### config.mk
export PLATFORM = sky130hd
export DESIGN_NAME = simd_mask_ctrl
export DESIGN_NICKNAME = d
export VERILOG_FILES = /design/src/rtl/simd_mask_pkg.sv /design/src/rtl/simd_mask_stack.sv /design/src/rtl/simd_lane_popcount.sv /design/src/rtl/simd_mask_ctrl.sv
export SDC_FILE = /design/constraint.sdc
export NUM_CORES = 1
export LEC_CHECK = 0
export ABC_AREA = 1
export BUFFER_PORTS_ARGS = -buffer_cell sky130_fd_sc_hd__buf_2
export CAP_MARGIN = 20
export CORE_MARGIN = 10
export CORE_UTILIZATION = 35
export DETAILED_ROUTE_END_ITERATION = 12
export GPL_TIMING_DRIVEN = 0
export PLACE_DENSITY_LB_ADDON = 0.3
export SETUP_SLACK_MARGIN = 0.4
export SKIP_CTS_REPAIR_TIMING = 1
export SYNTH_ARGS = -nofsm -noshare
export SYNTH_HDL_FRONTEND = slang
export SYNTH_SLANG_ARGS = --single-unit
### constraint.sdc
create_clock -name clk -period 3.71 [get_ports clk]
set_input_delay 0.742 -clock clk [delete_from_list [all_inputs] [get_ports clk]]
set_output_delay 0.742 -clock clk [all_outputs]
set_load 0.05 [all_outputs]
### src/rtl/simd_mask_pkg.sv
package simd_mask_pkg;

  typedef enum logic [1:0] {
    OP_NONE = 2'd0,
    OP_IF   = 2'd1,
    OP_ELSE = 2'd2,
    OP_END  = 2'd3
  } mask_op_e;

  // Fixed priority: start marker over else, else over end-if
  function automatic mask_op_e decode_op(input logic f_if,
                                         input logic f_else,
                                         input logic f_end);
    if (f_if)        return OP_IF;
    else if (f_else) return OP_ELSE;
    else if (f_end)  return OP_END;
    else             return OP_NONE;
  endfunction

endpackage

### src/rtl/simd_mask_stack.sv
module simd_mask_stack #(
  parameter int LANES = 8,
  parameter int DEPTH = 4,
  localparam int PW = $clog2(DEPTH + 1),
  localparam int AW = (DEPTH > 1) ? $clog2(DEPTH) : 1
) (
  input  logic             clk,
  input  logic             rst,
  input  logic             push_i,
  input  logic             pop_i,
  input  logic [LANES-1:0] par_i,
  input  logic [LANES-1:0] cond_i,
  output logic [LANES-1:0] top_par_o,
  output logic [LANES-1:0] top_cond_o,
  output logic [PW-1:0]    level_o
);

  localparam int EW = 2 * LANES;

  logic [EW-1:0] mem [DEPTH];
  logic [PW-1:0] ptr;
  logic [PW-1:0] ptr_m1;
  logic [EW-1:0] rd_word;

  assign ptr_m1 = ptr - PW'(1);

  // Storage has no reset so it can map onto distributed RAM
  always_ff @(posedge clk) begin
    if (push_i) mem[ptr[AW-1:0]] <= {par_i, cond_i};
  end

  always_ff @(posedge clk) begin
    if (rst)         ptr <= '0;
    else if (push_i) ptr <= ptr + PW'(1);
    else if (pop_i)  ptr <= ptr_m1;
  end

  assign rd_word    = mem[ptr_m1[AW-1:0]];
  assign top_par_o  = rd_word[EW-1:LANES];
  assign top_cond_o = rd_word[LANES-1:0];
  assign level_o    = ptr;

endmodule

### src/rtl/simd_lane_popcount.sv
module simd_lane_popcount #(
  parameter int LANES = 8,
  localparam int CW = $clog2(LANES + 1)
) (
  input  logic [LANES-1:0] mask_i,
  output logic [CW-1:0]    count_o
);

  logic [CW-1:0] part [LANES+1];

  assign part[0] = '0;

  for (genvar g = 0; g < LANES; g++) begin : g_acc
    assign part[g+1] = part[g] + CW'(mask_i[g]);
  end

  assign count_o = part[LANES];

endmodule

### src/rtl/simd_mask_ctrl.sv
module simd_mask_ctrl #(
  parameter int LANES = 8,
  parameter int DEPTH = 4,
  localparam int CW = $clog2(LANES + 1),
  localparam int PW = $clog2(DEPTH + 1)
) (
  input  logic             clk,
  input  logic             rst,
  input  logic             br_if_i,
  input  logic             br_else_i,
  input  logic             br_end_i,
  input  logic [LANES-1:0] lane_cond_i,
  output logic [LANES-1:0] lane_we_o,
  output logic [CW-1:0]    active_lanes_o,
  output logic             path_empty_o,
  output logic             nest_err_o
);
  import simd_mask_pkg::*;

  mask_op_e         op;
  logic [LANES-1:0] top_par;
  logic [LANES-1:0] top_cond;
  logic [PW-1:0]    lvl;
  logic             st_full;
  logic             st_empty;
  logic             do_push;
  logic             do_pop;
  logic             err_ev;
  logic [LANES-1:0] mask_d;
  logic [CW-1:0]    cnt_d;

  assign op       = decode_op(br_if_i, br_else_i, br_end_i);
  assign st_full  = (lvl == PW'(DEPTH));
  assign st_empty = (lvl == '0);

  assign do_push = (op == OP_IF)  && !st_full;
  assign do_pop  = (op == OP_END) && !st_empty;
  assign err_ev  = ((op == OP_IF) && st_full) ||
                   (((op == OP_ELSE) || (op == OP_END)) && st_empty);

  simd_mask_stack #(.LANES(LANES), .DEPTH(DEPTH)) stack_i (
    .clk        (clk),
    .rst        (rst),
    .push_i     (do_push),
    .pop_i      (do_pop),
    .par_i      (lane_we_o),
    .cond_i     (lane_cond_i),
    .top_par_o  (top_par),
    .top_cond_o (top_cond),
    .level_o    (lvl)
  );

  always_comb begin
    mask_d = lane_we_o;
    unique case (op)
      OP_IF:   if (!st_full)  mask_d = lane_we_o & lane_cond_i;
      OP_ELSE: if (!st_empty) mask_d = top_par & ~top_cond;
      OP_END:  if (!st_empty) mask_d = top_par;
      default: mask_d = lane_we_o;
    endcase
  end

  simd_lane_popcount #(.LANES(LANES)) pop_i (
    .mask_i  (mask_d),
    .count_o (cnt_d)
  );

  always_ff @(posedge clk) begin
    if (rst) begin
      lane_we_o      <= '1;
      active_lanes_o <= CW'(LANES);
      path_empty_o   <= 1'b0;
      nest_err_o     <= 1'b0;
    end else begin
      lane_we_o      <= mask_d;
      active_lanes_o <= cnt_d;
      path_empty_o   <= (mask_d == '0);
      nest_err_o     <= nest_err_o | err_ev;
    end
  end

endmodule

## Word-level counts from Yosys, hierarchy flattened

Memory sizes are Yosys's and may differ from the RTL's.
Cells that the tools add are included.

- Word-level logic and storage cells: 45
- Bits in registers: 17
- RAM bits: 64
- Output and inout port bits: 14
- Memories: 1

- Equality and inequality tests: 4
- Multiplexer cells: 11
- Bitwise operators: 4
- Add/subtract/negate cells: 9
- Reduce and logical (&&, ||, !) cells: 11

Memory list:

| memory | depth | width | rd ports | clocked after memory_dff | write ports | line | text |
|---|---|---|---|---|---|---|---|
| stack_i.mem | 4 | 16 | 1 | 0 | 1 | simd_mask_stack.sv:20 | `logic [EW-1:0] mem [DEPTH];` |

Operator list:

| cell | count |
|---|---|
| adder 4 x 1 -> 4 bit | 6 |
| two-way mux 8 bit | 3 |
| case mux 8 bit (3 select lines) | 1 |
| AND 8 bit | 2 |
| logical NOT 8 bit | 1 |
| NOT 8 bit | 1 |
| two-way mux 2 bit | 3 |
| two-way mux 3 bit | 2 |
| == test 2 bit (second input constant) | 2 |
| logical AND 1 bit | 4 |
| adder 3 x 1 -> 3 bit (second input constant) | 1 |
| == test 3 bit (second input constant) | 1 |
| logical NOT 3 bit | 1 |
| subtractor 3 x 1 -> 3 bit (second input constant) | 1 |
| adder 1 x 1 -> 2 bit | 1 |
| == test 2 x 1 -> 1 bit (second input constant) | 1 |
| logical NOT 1 bit | 2 |
| logical OR 1 bit | 2 |
| two-way mux 1 bit | 2 |
| nonzero test 2 bit | 1 |
| OR 1 bit | 1 |

## Depth between registers and ports, before layout

An unclocked memory read counts as a cell.

- Depth in word-level cells: 13
- Depth in mapped cells: 22

## By module

From an unflattened synthesis, not the netlist that was laid out.

- Cell total of the unflattened synthesis: 340
- Area total of the unflattened synthesis: 3,661.0 um^2

By module, submodules not included:

| module | cells an instance | area an instance (um^2) | instances |
|---|---|---|---|
| simd_mask_stack | 211 | 2,707.6 | 1 |
| simd_mask_ctrl | 101 | 755.7 | 1 |
| simd_lane_popcount | 28 | 197.7 | 1 |

## Least setup slack after synthesis

OpenSTA, ideal clock, no wires.

- Path kind: reg-to-reg
- Start point: register stack_i.ptr[0], in the netlist stack_i.level_o[0]
- End point: register active_lanes_o[1]
- Stages on the path, launching flop included: 20
- Clock period less this slack: 3,776 ps
- Arrival time: 3,712 ps
- Setup time: 64 ps
- Setup slack: -66 ps
- Cell sequence: dfxtp_1 > inv_2 > buf_6 > buf_6 > ha_1 > inv_1 > nor2_1 > nor2_1 > buf_2 > inv_1 > a21oi_1 > o21ai_1 > o21ai_1 > fa_1 > fa_1 > inv_1 > fa_1 > inv_1 > fa_1 > nor2_1

- Longest elaborated chain between the ends: 13

Ends and longest elaborated chain:

| what | line | text |
|---|---|---|
| start, declared | simd_mask_stack.sv:21 | `logic [PW-1:0] ptr;` |
| start signal, assigned | simd_mask_stack.sv:34 | `else if (push_i) ptr <= ptr + PW'(1);` |
| start signal, assigned | simd_mask_stack.sv:35 | `else if (pop_i) ptr <= ptr_m1;` |
| subtractor 3 x 1 -> 3 bit | simd_mask_stack.sv:25 | `assign ptr_m1 = ptr - PW'(1);` |
| memory read (4 x 16 bit) | -- |  |
| NOT 8 bit | simd_mask_ctrl.sv:57 | `OP_ELSE: if (!st_empty) mask_d = top_par & ~top_cond;` |
| AND 8 bit | simd_mask_ctrl.sv:57 |  |
| two-way mux 8 bit | simd_mask_ctrl.sv:57 |  |
| case mux 8 bit (3 select lines) * | simd_mask_ctrl.sv:55 | `unique case (op)` |
| adder 1 x 1 -> 2 bit | simd_lane_popcount.sv:14 | `assign part[g+1] = part[g] + CW'(mask_i[g]);` |
| adder 4 x 1 -> 4 bit (5 in a row) | simd_lane_popcount.sv:14 |  |
| adder 4 x 1 -> 4 bit * | simd_lane_popcount.sv:14 |  |
| end signal, assigned | simd_mask_ctrl.sv:71 | `active_lanes_o <= CW'(LANES);` |
| end signal, assigned | simd_mask_ctrl.sv:76 | `active_lanes_o <= cnt_d;` |
| end, declared | simd_mask_ctrl.sv:14 | `output logic [CW-1:0] active_lanes_o,` |

Mark *: on every way between the ends. The rest lies on a longest branch, timed or not.
A chain may end at the register's enable or synchronous reset.

## Worst setup path in the final report

Ends and elaborated chain as after synthesis.

==> out/results.tsv <==
stage	metric	value	unit
status	outcome	complete, but fails checks	
status	violated checks	setup timing	
sta	Setup TNS Final	-14.8	ps
finish	n_diodes	0	
critical_path	kind of launch point of the worst setup path	register	
critical_path	data arrival time of the worst path	4010	ps
yosys	synth warn	0	
critical_path	Critical R2R Capture	active_lanes_o[1]	
yosys	combined area of all synthesized cells	3540	sq um
yosys	mean instance size in the synthesized netlist	10.6	sq um
place	Placement Setup Slack	-232	ps
cts	worst-skew pair later-pin latency	360	ps
detailed_routing	via density per instance	4.64	
finish	Filler cells	921	
pwr	Pwr Density	607	nW/um^2
sta	Fin. Hold Viols	0	
floorplan	die outline area	14500	sq um
global_route	pin count of the biggest net entering global routing	17	
worst_hold_path	Hold Crit Start	nest_err_o	
cts	H-tree level count	3	
pwr	relative contribution of sequential cells to total power	41.1	%
finish	Area Growth Syn to Fin	26.5	%
critical_path	Register-to-Register Path Depth	18	
detailed_routing	Post-DRT Antenna Nets	0	
place	Post-DP Area	3920	sq um
sta	Fin Clk Skew	10.7	ps
sta	worst slew margin relative to its limit	37.9	%
critical_path	stages on the worst setup path	18	
critical_path	Worst Setup End Kind	register	
detailed_routing	count of TritonRoute iterations in the first routing pass	4	
yosys	number of distinct library cells after synthesis	27	
critical_path	worst flop-to-flop path startpoint	stack_i.level_o[0]	
pwr	static leakage power	0.00188	uW
place	post-DP HPWL	5250	microns
floorplan	count of pins on the block boundary	27	
detailed_routing	number of DRC violations after detailed routing	0	
global_route	via count of the first global-routing pass	2488	
floorplan	Starting Density	36.0	%
pwr	combinational power share	30.2	%
floorplan	row count	36	
sta	final hold slack	501	ps
critical_path	Cell Chain, Critical Path	inv_6 > buf_8 > buf_12 > ha_4 > buf_8 > inv_8 > buf_12 > nand3_2 > a21oi_2 > o21ai_1 > o21ai_2 > fa_1 > fa_1 > inv_2 > fa_2 > inv_2 > fa_2 > nor2_1	
yosys	flip-flop and latch count after synthesis	81	
worst_hold_path	worst-case hold path end point	nest_err_o	
sta	shortest clock period the worst path allows after layout	3720	ps
global_route	GRT overflow	0	
critical_path	slowest stage delay, CP	540	ps
detailed_routing	total length of routed wires	7940	microns
pwr	portion of total power attributed to the clock network	28.7	%
sta	slack of the critical path	-14.8	ps
critical_path	Critical Path Slowest Stage Cell	sky130_fd_sc_hd__fa_1	
detailed_routing	Starting DRT DRC Count	116	
cts	clock-pin slew on the worst setup and hold paths	80	ps
global_route	global-route usage over all layers	11.0	%
pwr	Max VDD drop	0.381	mV
critical_path	dominant delay contributor by cell family on the critical path	adder cells	
finish	share of final-layout standard cells stronger than drive strength 1	30.8	%
place	last weighted congestion value of the routability-driven placer	0.775	
yosys	Post-Syn Nets	360	
pwr	P_sw	855	uW
finish	final design instance area without fill	4480	sq um
yosys	number of instances in the synthesized netlist	333	
floorplan	height of the die	121	microns
cts	clock sinks	81	
critical_path	critical setup path kind	register to register	
run	Maximum Capacitance Violations	0	
sta	Max Slew Vio Count	0	
finish	Storage cell area	2270	sq um
detailed_routing	vias after detailed routing	2474	
global_route	global-route wire length before repair	12700	microns
critical_path	crit path max fanout	7	
sta	share of the clock period used by the worst path	100	%
cts	number of buffers created by CTS	9	
yosys	share of synthesized area occupied by flip-flops and latches	63.9	%
floorplan	area of the placeable core	9820	sq um
cts	clock tree from TritonCTS	done	
sta	# setup viols final	1	
global_route	number of antenna violations at the first check in global routing	0	
critical_path	CP Data Required Time	4000	ps
critical_path	number of buffers and inverters on the critical path	8	
sta	transition time at the pin with the least slew margin	931	ps
detailed_routing	average detailed-routed wire length per instance	14.9	microns
floorplan	die width	121	microns
finish	footprint of the multi-input gates	1150	sq um
critical_path	register-to-register setup slack	-10	ps
pwr	internal power	1860	uW
sta	Highest Clock Rate	268	MHz
cts	buffer depth of the longest clock path	2	
place	count of input and output buffers	26	
finish	nets@finish	422	
worst_hold_path	Worst Hold Depth	2	
cts	master cell of the clock root buffer	sky130_fd_sc_hd__clkbuf_8	
pwr	proportion of total power due to net switching	31.5	%
worst_hold_path	type of the most critical hold path	register to register	
sta	RSZ-0062 raised after global routing	true	
-- logic make-up (layout without fill, tap and decap cells) --
logic type	count (synthesis)	count (layout)	share of synthesized area, %
fa+ha+maj	14	14	5.80
flops	81	81	63.9
buf+inv	52	119	6.58
simple gates	162	162	19.4
compound gates	23	23	4.07
xor+xnor	1	1	0.248
-- cell usage after synthesis (all sizes together) --
library cell | n | area, sq um
nand2 | 95 | 362
edfxtp | 64 | 1920
nand3 | 44 | 230
inv | 40 | 150
nor2 | 20 | 75.1
dfxtp | 17 | 340
buf | 11 | 78.8
ha | 10 | 125
a21oi | 7 | 35.0
o21ai | 6 | 33.8
fa | 4 | 80.1
o22ai | 4 | 25.0
or2 | 3 | 18.8
a21o | 2 | 15.0
a31oi | 2 | 18.8
a211oi | 1 | 7.51
clkbuf | 1 | 3.75
o2111ai | 1 | 8.76
xor2 | 1 | 8.76
-- power by group through the flow --
| stage | Clock [uW] | Sequential, uW | Combinational (uW) |
|---|---|---|---|
| finish | 779 | 1120 | 821 |
| global route | 824 | 1130 | 915 |
| CTS | 792 | 1120 | 681 |
| detailed placement | 0 | 1140 | 677 |
| global placement | 0 | 1130 | 662 |
| floorplan | 0 | 1230 | 403 |
-- cell type report --
class	count	area share [%]
tap	133	3.72
timing repair buffer	51	7.77
multi-input combinational	200	25.7
clock inverter	6	2.57
clock buffer	10	2.85
sequential	81	50.6
buffer	12	3.10
inverter	40	3.69
-- worst register-to-register path: cells and delay by family (launching register included) --
kind                       cells  cell delay (ps)
AOI/OAI and AO/OA              3              340
adders and majority gates      5             2060
DFF                            1              390
and+or+nand+nor                2              190
buffers and inverters          8              690
-- worst max-delay path by stage --
stage | start | end
2_1_floorplan | stack_i.level_o[0] | active_lanes_o[1]
3_3_place_gp | stack_i.level_o[0] | active_lanes_o[1]
3_5_place_dp | stack_i.level_o[0] | active_lanes_o[2]
4_1_cts | stack_i.level_o[0] | active_lanes_o[1]
5_1_grt | stack_i.level_o[0] | active_lanes_o[1]
6_report | stack_i.level_o[0] | active_lanes_o[1]
-- sequential cells by signal, summed over array words and instances (netlist names) --
signal and count:
stack_i.mem 64, lane_we_o 8, active_lanes_o 4, stack_i.level_o 3
nest_err_o 1, path_empty_o 1
-- layer usage --
metal / GRT usage [%] / vias up / wire, microns
met1: 14.0 / 1181 / 3650
met2: 17.3 / 56 / 3840
li1: - / 1225 / -
met4: 6.03 / 0 / 157
met5: 0 / - / 0
met3: 1.95 / 12 / 293
-- placed cells by master (no fill, tap or decap), types with 2 or more instances in the layout --
master	netlist	layout
sky130_fd_sc_hd__a21o_1	2	2
sky130_fd_sc_hd__a21oi_1	7	5
sky130_fd_sc_hd__a21oi_2	0	2
sky130_fd_sc_hd__buf_12	0	4
sky130_fd_sc_hd__buf_2	6	29
sky130_fd_sc_hd__buf_4	2	24
sky130_fd_sc_hd__buf_6	3	2
sky130_fd_sc_hd__buf_8	0	2
sky130_fd_sc_hd__bufinv_16	0	3
sky130_fd_sc_hd__clkbuf_1	1	2
sky130_fd_sc_hd__clkbuf_8	0	9
sky130_fd_sc_hd__dfxtp_1	17	16
sky130_fd_sc_hd__edfxtp_1	64	64
sky130_fd_sc_hd__fa_1	4	2
sky130_fd_sc_hd__fa_2	0	2
sky130_fd_sc_hd__ha_1	10	9
sky130_fd_sc_hd__inv_1	34	29
sky130_fd_sc_hd__inv_2	6	8
sky130_fd_sc_hd__inv_6	0	2
sky130_fd_sc_hd__nand2_1	93	87
sky130_fd_sc_hd__nand2_2	2	8
sky130_fd_sc_hd__nand3_1	42	34
sky130_fd_sc_hd__nand3_2	2	9
sky130_fd_sc_hd__nor2_1	20	16
sky130_fd_sc_hd__nor2_2	0	4
sky130_fd_sc_hd__o21ai_1	4	2
sky130_fd_sc_hd__o21ai_2	1	3
sky130_fd_sc_hd__o22ai_1	4	4
sky130_fd_sc_hd__or2_2	3	3
-- per-stage QoR --
step           power (uW)  utilization [%]  cells
2_1_floorplan        1630                -    333
3_3_place_gp         1800             39.9    492
3_5_place_dp         1810             39.9    492
4_1_cts              2590             42.4    508
5_1_grt              2860             45.6    533
6_report             2720             45.6    533
Power figures use the tool's default switching activity.
